==> config.mk <==
export PLATFORM = sky130hd
export DESIGN_NAME = keymerge4
export DESIGN_NICKNAME = d
export VERILOG_FILES = /design/src/rtl/keymerge4_pkg.sv /design/src/rtl/keymerge4_lane_buf.sv /design/src/rtl/keymerge4_key_stage.sv /design/src/rtl/keymerge4_cmp_pe.sv /design/src/rtl/keymerge4.sv
export SDC_FILE = /design/constraint.sdc
export NUM_CORES = 2
export LEC_CHECK = 0
export BUFFER_PORTS_ARGS = -buffer_cell sky130_fd_sc_hd__buf_2
export CAP_MARGIN = 20
export CORE_MARGIN = 2
export CORE_UTILIZATION = 48
export CTS_BUF_LIST = sky130_fd_sc_hd__clkbuf_8
export DETAILED_ROUTE_END_ITERATION = 10
export PLACE_DENSITY = 0.72
export SYNTH_ARGS = -nofsm -noshare
export SYNTH_HDL_FRONTEND = slang
export SYNTH_HIERARCHICAL = 1
export SYNTH_SLANG_ARGS = --single-unit
==> constraint.sdc <==
create_clock -name clk -period 15.54 [get_ports clk]
set_input_delay 3.108 -clock clk [delete_from_list [all_inputs] [get_ports clk]]
set_output_delay 3.108 -clock clk [all_outputs]
set_load 0.02 [all_outputs]
==> src/rtl/keymerge4_pkg.sv <==
// Shared types for the four-way key merge unit.
// Assumes: consumers import this package; encodings are fixed by the port contract.
package keymerge4_pkg;

    // Task return code seen on the status port
    typedef enum logic [1:0] {
        RC_NONE = 2'b00,
        RC_OK   = 2'b01,
        RC_FAIL = 2'b10
    } keymerge4_rc_e;

    // Controller phases: gather records, stage keys, compare, hand out winner
    typedef enum logic [2:0] {
        S_IDLE,
        S_FILL,
        S_LOAD,
        S_CMP,
        S_EMIT
    } keymerge4_state_e;

endpackage

==> src/rtl/keymerge4_lane_buf.sv <==
// One-entry holding register for a single input lane.
// Holds the whole record (key, lengths, value, final marker) until the controller
// pops it. Assumes pop is only raised while the entry is full and that clr wins
// over everything else.
module keymerge4_lane_buf #(
    parameter int KEY_W  = 128,
    parameter int KLEN_W = 5,
    parameter int LEN_W  = 8,
    parameter int VAL_W  = 32
) (
    input  logic              clk,
    input  logic              rst_n,
    input  logic              clr,
    input  logic              en,
    input  logic              push_valid,
    output logic              push_ready,
    input  logic              push_last,
    input  logic [KEY_W-1:0]  push_key,
    input  logic [KLEN_W-1:0] push_klen,
    input  logic [LEN_W-1:0]  push_len,
    input  logic [VAL_W-1:0]  push_value,
    input  logic              pop,
    output logic              full,
    output logic              last,
    output logic [KEY_W-1:0]  key,
    output logic [KLEN_W-1:0] klen,
    output logic [LEN_W-1:0]  len,
    output logic [VAL_W-1:0]  value
);

    // Accept only for a live lane with a free slot
    assign push_ready = en && !full;

    // Occupancy flag of the single slot
    always_ff @(posedge clk) begin
        if (!rst_n)
            full <= 1'b0;
        else if (clr || pop)
            full <= 1'b0;
        else if (push_valid && push_ready)
            full <= 1'b1;
    end

    // Record capture on a handshake
    always_ff @(posedge clk) begin
        if (!rst_n) begin
            last  <= 1'b0;
            key   <= '0;
            klen  <= '0;
            len   <= '0;
            value <= '0;
        end else if (push_valid && push_ready) begin
            last  <= push_last;
            key   <= push_key;
            klen  <= push_klen;
            len   <= push_len;
            value <= push_value;
        end
    end

endmodule

==> src/rtl/keymerge4_key_stage.sv <==
// Key buffer: copies only the keys of the selected lanes, with every byte past
// the key length forced to zero, so that later stages can order keys as plain
// unsigned numbers. Assumes byte 0 of a key sits in its top eight bits.
module keymerge4_key_stage #(
    parameter int NUM_LANES = 4,
    parameter int KEY_BYTES = 16,
    parameter int KLEN_W    = 5
) (
    input  logic                          clk,
    input  logic                          rst_n,
    input  logic                          load,
    input  logic [NUM_LANES-1:0]          sel,
    input  logic [NUM_LANES*KEY_BYTES*8-1:0] lane_key,
    input  logic [NUM_LANES*KLEN_W-1:0]   lane_klen,
    output logic [NUM_LANES-1:0]          buf_vld,
    output logic [NUM_LANES*KEY_BYTES*8-1:0] buf_key,
    output logic [NUM_LANES*KLEN_W-1:0]   buf_klen
);

    localparam int KEY_W = KEY_BYTES * 8;

    logic [NUM_LANES*KEY_W-1:0] masked;

    for (genvar g = 0; g < NUM_LANES; g++) begin : g_mask
        // Zero every byte at or beyond this lane's key length
        always_comb begin
            for (int b = 0; b < KEY_BYTES; b++) begin
                if (KLEN_W'(b) < lane_klen[g*KLEN_W +: KLEN_W])
                    masked[g*KEY_W + (KEY_BYTES-1-b)*8 +: 8] =
                        lane_key[g*KEY_W + (KEY_BYTES-1-b)*8 +: 8];
                else
                    masked[g*KEY_W + (KEY_BYTES-1-b)*8 +: 8] = 8'h00;
            end
        end
    end

    // Occupancy of the key slots, refreshed on every load
    always_ff @(posedge clk) begin
        if (!rst_n)
            buf_vld <= '0;
        else if (load)
            buf_vld <= sel;
    end

    // Key and length capture
    always_ff @(posedge clk) begin
        if (!rst_n) begin
            buf_key  <= '0;
            buf_klen <= '0;
        end else if (load) begin
            buf_key  <= masked;
            buf_klen <= lane_klen;
        end
    end

endmodule

==> src/rtl/keymerge4_cmp_pe.sv <==
// Comparison engine: finds the smallest staged key and every lane holding a
// copy of it. The order key is {masked key, key length} read as one unsigned
// number, which gives byte-wise order with a prefix first. A strict less-than
// scan keeps the lowest lane on ties. Purely combinational; assumes keys masked.
module keymerge4_cmp_pe #(
    parameter int NUM_LANES = 4,
    parameter int KEY_W     = 128,
    parameter int KLEN_W    = 5,
    parameter int LANE_W    = 2
) (
    input  logic [NUM_LANES-1:0]        vld,
    input  logic [NUM_LANES*KEY_W-1:0]  key,
    input  logic [NUM_LANES*KLEN_W-1:0] klen,
    output logic [LANE_W-1:0]           win,
    output logic [NUM_LANES-1:0]        dup
);

    localparam int ORD_W = KEY_W + KLEN_W;

    logic [ORD_W-1:0] best;
    logic             found;

    // Minimum search with lowest-lane preference, then copy detection
    always_comb begin
        found = 1'b0;
        best  = '0;
        win   = '0;
        for (int i = 0; i < NUM_LANES; i++) begin
            if (vld[i] && (!found ||
                {key[i*KEY_W +: KEY_W], klen[i*KLEN_W +: KLEN_W]} < best)) begin
                found = 1'b1;
                best  = {key[i*KEY_W +: KEY_W], klen[i*KLEN_W +: KLEN_W]};
                win   = LANE_W'(i);
            end
        end
        for (int i = 0; i < NUM_LANES; i++)
            dup[i] = found && vld[i] &&
                     ({key[i*KEY_W +: KEY_W], klen[i*KLEN_W +: KLEN_W]} == best);
    end

endmodule

==> src/rtl/keymerge4.sv <==
// Four-way key merge unit, top level.
// A controller steps FILL -> LOAD -> CMP -> EMIT per output record: wait until
// every live lane buffer is full, stage the keys, register the comparison, then
// offer the winner and pop it together with its equal copies. Oversized records
// abort the task. Assumes each lane delivers its records in ascending key order,
// at least one record per masked lane, and that start is only raised when idle.
module keymerge4
    import keymerge4_pkg::*;
#(
    parameter int NUM_LANES   = 4,
    parameter int KEY_BYTES   = 16,
    parameter int VAL_W       = 32,
    parameter int LEN_W       = 8,
    parameter int MAX_REC_LEN = 64,
    localparam int KEY_W      = KEY_BYTES * 8,
    localparam int KLEN_W     = $clog2(KEY_BYTES + 1),
    localparam int LANE_W     = (NUM_LANES > 1) ? $clog2(NUM_LANES) : 1
) (
    input  logic                        clk,
    input  logic                        rst_n,
    input  logic                        start,
    input  logic [NUM_LANES-1:0]        lane_mask,
    input  logic [NUM_LANES-1:0]        in_valid,
    output logic [NUM_LANES-1:0]        in_ready,
    input  logic [NUM_LANES-1:0]        in_last,
    input  logic [NUM_LANES*KEY_W-1:0]  in_key,
    input  logic [NUM_LANES*KLEN_W-1:0] in_klen,
    input  logic [NUM_LANES*LEN_W-1:0]  in_len,
    input  logic [NUM_LANES*VAL_W-1:0]  in_value,
    output logic                        out_valid,
    input  logic                        out_ready,
    output logic [KEY_W-1:0]            out_key,
    output logic [KLEN_W-1:0]           out_klen,
    output logic [LEN_W-1:0]            out_len,
    output logic [VAL_W-1:0]            out_value,
    output logic [LANE_W-1:0]           out_lane,
    output logic                        done,
    output logic [1:0]                  status
);

    keymerge4_state_e state;
    keymerge4_rc_e    status_q;

    logic [NUM_LANES-1:0] live;
    logic [NUM_LANES-1:0] drop_q;
    logic [LANE_W-1:0]    win_q;
    logic                 done_q;

    logic [NUM_LANES-1:0]        lb_full, lb_last, lb_pop;
    logic [NUM_LANES*KEY_W-1:0]  lb_key;
    logic [NUM_LANES*KLEN_W-1:0] lb_klen;
    logic [NUM_LANES*LEN_W-1:0]  lb_len;
    logic [NUM_LANES*VAL_W-1:0]  lb_value;

    logic [NUM_LANES-1:0]        kb_vld;
    logic [NUM_LANES*KEY_W-1:0]  kb_key;
    logic [NUM_LANES*KLEN_W-1:0] kb_klen;

    logic [LANE_W-1:0]    pe_win;
    logic [NUM_LANES-1:0] pe_dup;

    logic                 over_any;
    logic                 all_ready;
    logic                 abort;
    logic                 accept;
    logic [NUM_LANES-1:0] live_after;

    // Lane buffers, one per input lane
    for (genvar g = 0; g < NUM_LANES; g++) begin : g_lane
        keymerge4_lane_buf #(
            .KEY_W (KEY_W),
            .KLEN_W(KLEN_W),
            .LEN_W (LEN_W),
            .VAL_W (VAL_W)
        ) u_buf (
            .clk       (clk),
            .rst_n     (rst_n),
            .clr       (abort),
            .en        (live[g] && (state != S_IDLE)),
            .push_valid(in_valid[g]),
            .push_ready(in_ready[g]),
            .push_last (in_last[g]),
            .push_key  (in_key[g*KEY_W +: KEY_W]),
            .push_klen (in_klen[g*KLEN_W +: KLEN_W]),
            .push_len  (in_len[g*LEN_W +: LEN_W]),
            .push_value(in_value[g*VAL_W +: VAL_W]),
            .pop       (lb_pop[g]),
            .full      (lb_full[g]),
            .last      (lb_last[g]),
            .key       (lb_key[g*KEY_W +: KEY_W]),
            .klen      (lb_klen[g*KLEN_W +: KLEN_W]),
            .len       (lb_len[g*LEN_W +: LEN_W]),
            .value     (lb_value[g*VAL_W +: VAL_W])
        );
    end

    keymerge4_key_stage #(
        .NUM_LANES(NUM_LANES),
        .KEY_BYTES(KEY_BYTES),
        .KLEN_W   (KLEN_W)
    ) u_keys (
        .clk      (clk),
        .rst_n    (rst_n),
        .load     (state == S_LOAD),
        .sel      (live & lb_full),
        .lane_key (lb_key),
        .lane_klen(lb_klen),
        .buf_vld  (kb_vld),
        .buf_key  (kb_key),
        .buf_klen (kb_klen)
    );

    keymerge4_cmp_pe #(
        .NUM_LANES(NUM_LANES),
        .KEY_W    (KEY_W),
        .KLEN_W   (KLEN_W),
        .LANE_W   (LANE_W)
    ) u_pe (
        .vld (kb_vld),
        .key (kb_key),
        .klen(kb_klen),
        .win (pe_win),
        .dup (pe_dup)
    );

    // Length limit check over every occupied lane buffer
    always_comb begin
        over_any = 1'b0;
        for (int i = 0; i < NUM_LANES; i++)
            if (lb_full[i] && (lb_len[i*LEN_W +: LEN_W] > LEN_W'(MAX_REC_LEN)))
                over_any = 1'b1;
    end

    // Handshake, pop and drop-out decisions of the current cycle
    always_comb begin
        all_ready  = &(~live | lb_full);
        abort      = (state == S_FILL) && over_any;
        accept     = (state == S_EMIT) && out_ready;
        lb_pop     = accept ? drop_q : '0;
        live_after = live & ~(drop_q & lb_last);
    end

    // Task sequencing, winner capture and return code
    always_ff @(posedge clk) begin
        if (!rst_n) begin
            state    <= S_IDLE;
            live     <= '0;
            win_q    <= '0;
            drop_q   <= '0;
            done_q   <= 1'b0;
            status_q <= RC_NONE;
        end else begin
            done_q <= 1'b0;
            case (state)
                S_IDLE: begin
                    if (start) begin
                        live  <= lane_mask;
                        state <= S_FILL;
                    end
                end
                S_FILL: begin
                    if (over_any) begin
                        live     <= '0;
                        done_q   <= 1'b1;
                        status_q <= RC_FAIL;
                        state    <= S_IDLE;
                    end else if (live == '0) begin
                        done_q   <= 1'b1;
                        status_q <= RC_OK;
                        state    <= S_IDLE;
                    end else if (all_ready) begin
                        state <= S_LOAD;
                    end
                end
                S_LOAD: state <= S_CMP;
                S_CMP: begin
                    win_q  <= pe_win;
                    drop_q <= pe_dup;
                    state  <= S_EMIT;
                end
                S_EMIT: begin
                    if (out_ready) begin
                        live <= live_after;
                        if (live_after == '0) begin
                            done_q   <= 1'b1;
                            status_q <= RC_OK;
                            state    <= S_IDLE;
                        end else begin
                            state <= S_FILL;
                        end
                    end
                end
                default: state <= S_IDLE;
            endcase
        end
    end

    // Output record: key from the key buffer, the rest from the lane buffer
    assign out_valid = (state == S_EMIT);
    assign out_key   = kb_key[win_q*KEY_W +: KEY_W];
    assign out_klen  = kb_klen[win_q*KLEN_W +: KLEN_W];
    assign out_len   = lb_len[win_q*LEN_W +: LEN_W];
    assign out_value = lb_value[win_q*VAL_W +: VAL_W];
    assign out_lane  = win_q;
    assign done      = done_q;
    assign status    = status_q;

endmodule

==> impl_results.md, run 1 <==
- Number of library cell types mapped by synthesis: 109
- Area leader, netlist: dfxtp_1
- Buffer type at the clock tree root: clkbuf_8
- Detailed Place HPWL: 427000 um
- Result of the run: did not finish
- Number of gates resized after cts: 0
- Die width: 402 um
- Top cell type's share of synthesized area: 33.0%
- Leftover overflow at the end of global routing: 5
- Count of hold buffers inserted by post-cts repair: 0
- Minimum setup slack after placement: 0.754 ns
- Die Y: 402 um
- Portion of the post-synthesis area used by sequential elements: 33.0%
- Mean cell area of the mapped netlist: 8.78 um^2
- Total routing usage reported by global routing: 70.1%
- Tool Error: [ERROR GRT-0116] Global routing finished with congestion. Check the congestion regions in the DRC Viewer.
- Net count of the mapped netlist: 9760
- Proportion of synthesized flip-flops having asynchronous set or reset: 0%
- # IOs: 891
- Vias in the first global route: 93600
- Yosys warning count: 6
- Initial cell density of the core: 48.5%
- Setup repair bufs after CTS: 0
- Clock Tree Buf Depth: 3
- Main synth FF type: dfxtp_1
- Number of flops mapped to enable cells by yosys: 0
- Synthesized instance count: 8656
- Cell Area, Synth: 0.0760 mm^2
- Biggest area contributors in the synthesized netlist: dfxtp_1 33%, mux2i_1 9.6%, nand2_1 8.9%
- Maximum number of pins on one net before global-route repair: 248
- Depth of the CTS H-tree: 4
- Placer congestion estimate: 1.31
- Total number of placement rows: 145
- Clk sink count: 1252
- Number of flip-flops and latches in the synthesized netlist: 1252
- Stage reached: 5_1_grt
- First-pass GRT wire length: 784000 um
- Count of input and output buffers: 890
- Clock buffer count from CTS: 195
-- through the flow --
step / hold WS (ns) / cell area, um^2 / util (%) / std cells
4_1_cts: 0.417 / 93000 / 59.3 / 12500
3_5_place_dp: 0.446 / 89000 / 56.8 / 12200
3_3_place_gp: 0.436 / 89000 / 56.8 / 12200
2_1_floorplan: 0.429 / 76000 / - / 8656
-- cells in the mapped netlist (141+ instances only) --
library cell / n
nor2b_1: 194
buf_2: 147
nand3_1: 335
nor2_1: 141
nand4_1: 235
inv_1: 149
nand3b_1: 252
a22oi_1: 152
o21ai_0: 167
a21oi_1: 301
nand2_1: 1807
mux4_2: 172
dfxtp_1: 1252
mux2i_1: 729
ha_1: 396
o21ai_1: 171
clkbuf_1: 262
-- cell families after synthesis --
group / share of synthesized area [%]
flip-flops: 33.0
XOR/XNOR: 2.44
AO/OA/AOI/OAI: 15.5
buffers and inverters: 5.36
multiplexers: 15.7
adder cells (fa/ha/maj): 6.52
AND/OR/NAND/NOR: 21.5
-- routing by layer --
metal  overflow  track usage [%]
met1          0             71.3
met2          3             90.5
met3          0             48.7
met4          2             69.0
met5          0             20.7
==> inputs of run 2 (changes only) <==
--- a/config.mk
+++ b/config.mk
@@ -8,10 +8,9 @@
 export BUFFER_PORTS_ARGS = -buffer_cell sky130_fd_sc_hd__buf_2
 export CAP_MARGIN = 20
 export CORE_MARGIN = 2
-export CORE_UTILIZATION = 48
-export CTS_BUF_LIST = sky130_fd_sc_hd__clkbuf_8
+export CORE_UTILIZATION = 33
 export DETAILED_ROUTE_END_ITERATION = 10
-export PLACE_DENSITY = 0.72
+export PLACE_DENSITY_LB_ADDON = 0.15
 export SYNTH_ARGS = -nofsm -noshare
 export SYNTH_HDL_FRONTEND = slang
 export SYNTH_HIERARCHICAL = 1
==> run 2 against run 1 <==
  * The flow now finishes, with violations (negative setup slack)
  * Synthesized area unchanged
  * Synthesized cell count unchanged
==> impl_results.md, run 2 <==
- Result of the run: complete, but fails checks
- Failing checks: negative setup slack
- Worst path setup slack after routing: -0.190 ns
- Top cell type's share of synthesized area: 33.0% (unchanged)
- Worst skew pair latency: 0.85 ns
- Number of placed instances with taps included: 13300 (+9.5%)
- Slowest-stage cell, CP: dfxtp_4
- Yosys warning count: 6 (unchanged)
- Number of antenna violations at the first check in global routing: 132
- Cell repeated most along the worst path: buf_4
- Total power: 7.02 mW
- Clock Tree Buf Depth: 3 (unchanged)
- Maximum number of pins on one net before global-route repair: 210
- Net count of the mapped netlist: 9760 (unchanged)
- Area of the die: 0.234 mm^2
- Leakage dissipation: 39.3 nW
- Detailed Place HPWL: 469000 um (+9.9%)
- Cell Area, Synth: 0.0760 mm^2 (unchanged)
- Cell types with the highest counts after synthesis: 1807 x nand2_1, 1252 x dfxtp_1, 729 x mux2i_1
- Critical Path RT: 16.31 ns
- Fin nets: 11500
- Detailed-route wire length per cell: 42.3 um
- CORE AREA: 0.229 mm^2
- Largest registers: g_lane.u_buf/key: 512 flops, u_keys/buf_key: 512 flops, g_lane.u_buf/value: 128 flops
- Mean cell area of the mapped netlist: 8.78 um^2 (unchanged)
- Layout fillers: 23100
- Biggest fanout along the worst timing path: 40
- Sort of element at the start of the critical path: flop
- Buffer and inverter count on the worst path: 17
- Depth of the CTS H-tree: 4 (unchanged)
- Number of library cell types mapped by synthesis: 109 (unchanged)
- Number of failing setup endpoints in the final timing report: 3
- Clock buffer count from CTS: 140 (-28%)
- Avg Vias per Cell: 6.12
- Clk sink count: 1252 (unchanged)
- CTS tree: done
- Initial cell density of the core: 33.1% (-15 points)
- Synthesized instance count: 8656 (unchanged)
- Vias in the first global route: 78600
- Power per standard cell area: 72.5 mW/mm^2
- Most frequent standard cell in the layout excluding fill and tap cells: nand2_1
- Leftover overflow at the end of global routing: 0
- Max VDD drop: 0.0940 mV
- Highest-count cells in the layout ignoring fill and taps: 1806 x nand2_1, 1281 x buf_4, 1249 x dfxtp_1, 890 x buf_2, 728 x mux2i_1
- Minimum setup slack after placement: -1.26 ns (-2.02 ns)
- Clk_skew: 0.0598 ns
- # IOs: 891 (unchanged)
- Die Y: 484 um (+20%)
- DRC violations left: 0
- Count of hold buffers inserted by post-cts repair: 0 (unchanged)
- Number of flops mapped to enable cells by yosys: 0 (unchanged)
- Buffer type at the clock tree root: clkbuf_16
- Largest incremental delay on the critical path: 0.62 ns
- Main synth FF type: dfxtp_1
- Length in cells of the worst reg-to-reg path: 56
- Worst min-delay path class: flop to flop
- Number of maximum-capacitance constraint violations: 0
- Share of the clock period used by the worst path after layout: 101%
- Most common cell in the netlist: nand2_1
- Synthesis-to-finish area growth: 27.5%
- Arrival time worst endpoint: 16.49 ns
- Portion of the post-synthesis area used by sequential elements: 33.0% (unchanged)
- Placer congestion estimate: 1.14 (-13%)
- Fin. max-slew vios: 0
- Transition time at the pin with the least slew margin: 1.40 ns
- Worst max-slew margin expressed relative to the limit: 6.98%
- Starting DRC count in detailed routing: 10600
- Crit path time final: 15.73 ns
- Achievable Freq: 63.6 MHz
- Cell count along the critical path: 56
- Final WL: 578000 um
- First-pass GRT wire length: 743000 um
- Vias after detailed routing: 83500
- Total routing usage reported by global routing: 47.4%
- Length of the first detailed-routing pass in iterations: 8
- Kind of cell adding the most delay to the critical path: compound AO/OA/AOI/OAI gates
- Area leader, netlist: dfxtp_1
- Fraction of layout instances using a drive strength above 1: 26.6%
- Critical path endpoint category: flop
- Clock transition at the registers of the reported paths: 0.06 ns
- Proportion of synthesized flip-flops having asynchronous set or reset: 0% (unchanged)
- Number of flip-flops and latches in the synthesized netlist: 1252 (unchanged)
- Final antenna-violating net count: 0
- Unrepaired setup endpoints after global routing: no
- Number of cells in the finished layout apart from fillers: 13700
- Total number of placement rows: 176 (+21%)
- Worst setup path category: flop to flop
- Worst hold path stage count: 2
- Count of input and output buffers: 890 (unchanged)
- Die width: 484 um (+20%)
- Biggest area contributors in the synthesized netlist: dfxtp_1 33%, mux2i_1 9.6%, nand2_1 8.9%
- Final Hold Vio Count: 0
## run 2: cell counts after synthesis
Identical to the previous run, type by type.
## run 2: cell type report
class / instances / area [um^2] / area share [%]
diodes: 78 / 195 / 0.201
clock buffers: 205 / 4020 / 4.15
clock inverters: 46 / 652 / 0.673
inverters: 149 / 559 / 0.577
multi-input cells: 6649 / 47100 / 48.6
flip-flops and latches: 1252 / 25100 / 25.9
well taps: 3026 / 3790 / 3.91
repair buffers: 2245 / 15500 / 16.0
## run 2: cell families (layout without fill, tap and decap cells)
family                     Yosys count  count (layout)  share of synthesized area [%]
AOI/OAI and AO/OA                 1694            1694                           15.5
xor gates and xnor gates           212             212                           2.44
adders and majority gates          396             396                           6.52
buffers and inverters              755            2645                           5.36
DFF                               1252            1252                           33.0
muxes                              961             961                           15.7
other                                0              78                              0
and+or+nand+nor                   3386            3386                           21.5
## run 2: through the flow
stage	util, %	instance area [um^2]	TNS [ns]	hold WS, ns
6_report	42.2	96900	-0.407	0.441
5_1_grt	42.2	96700	0	0.465
4_1_cts	42.1	96600	0	0.448
3_5_place_dp	40.1	91900	-4.70	0.444
3_3_place_gp	40.0	91900	-5.83	0.439
2_1_floorplan	-	76000	0	0.429
## run 2: timing repair
item,4_1_cts,5_1_grt
pin swaps,1,1
setup buffers,2,1
resized for setup,7,6
setup endpoints to repair,4,4
## run 2: worst min-delay path: stages (launching register included)
cell and delay, ns:
dfxtp_1 0.31, nand3_1 0.07, o21ai_1 0.05
## run 2: power breakdown
group          total [mW]  switching [mW]  internal, mW
Sequential           3.25          0.0186          3.23
Clock                3.39            1.49          1.91
Combinational       0.375           0.230         0.145
Total                7.02            1.74          5.28
## run 2: worst paths after layout
path | from | end | slack [ns]
worst max-delay path | u_keys/buf_vld[0]$_SDFFE_PN0P_ | drop_q[1]$_SDFFE_PN0P_ | -0.19
worst min-delay path | g_lane[3].u_buf/key[27]$_SDFFE_PN0P_ | u_keys/buf_key[411]$_SDFFE_PN0P_ | 0.44
worst max register to register | u_keys/buf_vld[0]$_SDFFE_PN0P_ | drop_q[1]$_SDFFE_PN0P_ | -0.19
worst min register to register | g_lane[3].u_buf/key[27]$_SDFFE_PN0P_ | u_keys/buf_key[411]$_SDFFE_PN0P_ | 0.44
## run 2: metal layers
metal	global-route usage, %	routed length (um)	vias to the layer above
met5	0	484	-
met4	41.0	60400	56
met3	15.8	57500	1758
met2	69.5	240000	5397
met1	55.3	220000	41300
li1	-	-	35000
(Power assumes the default switching activity.)
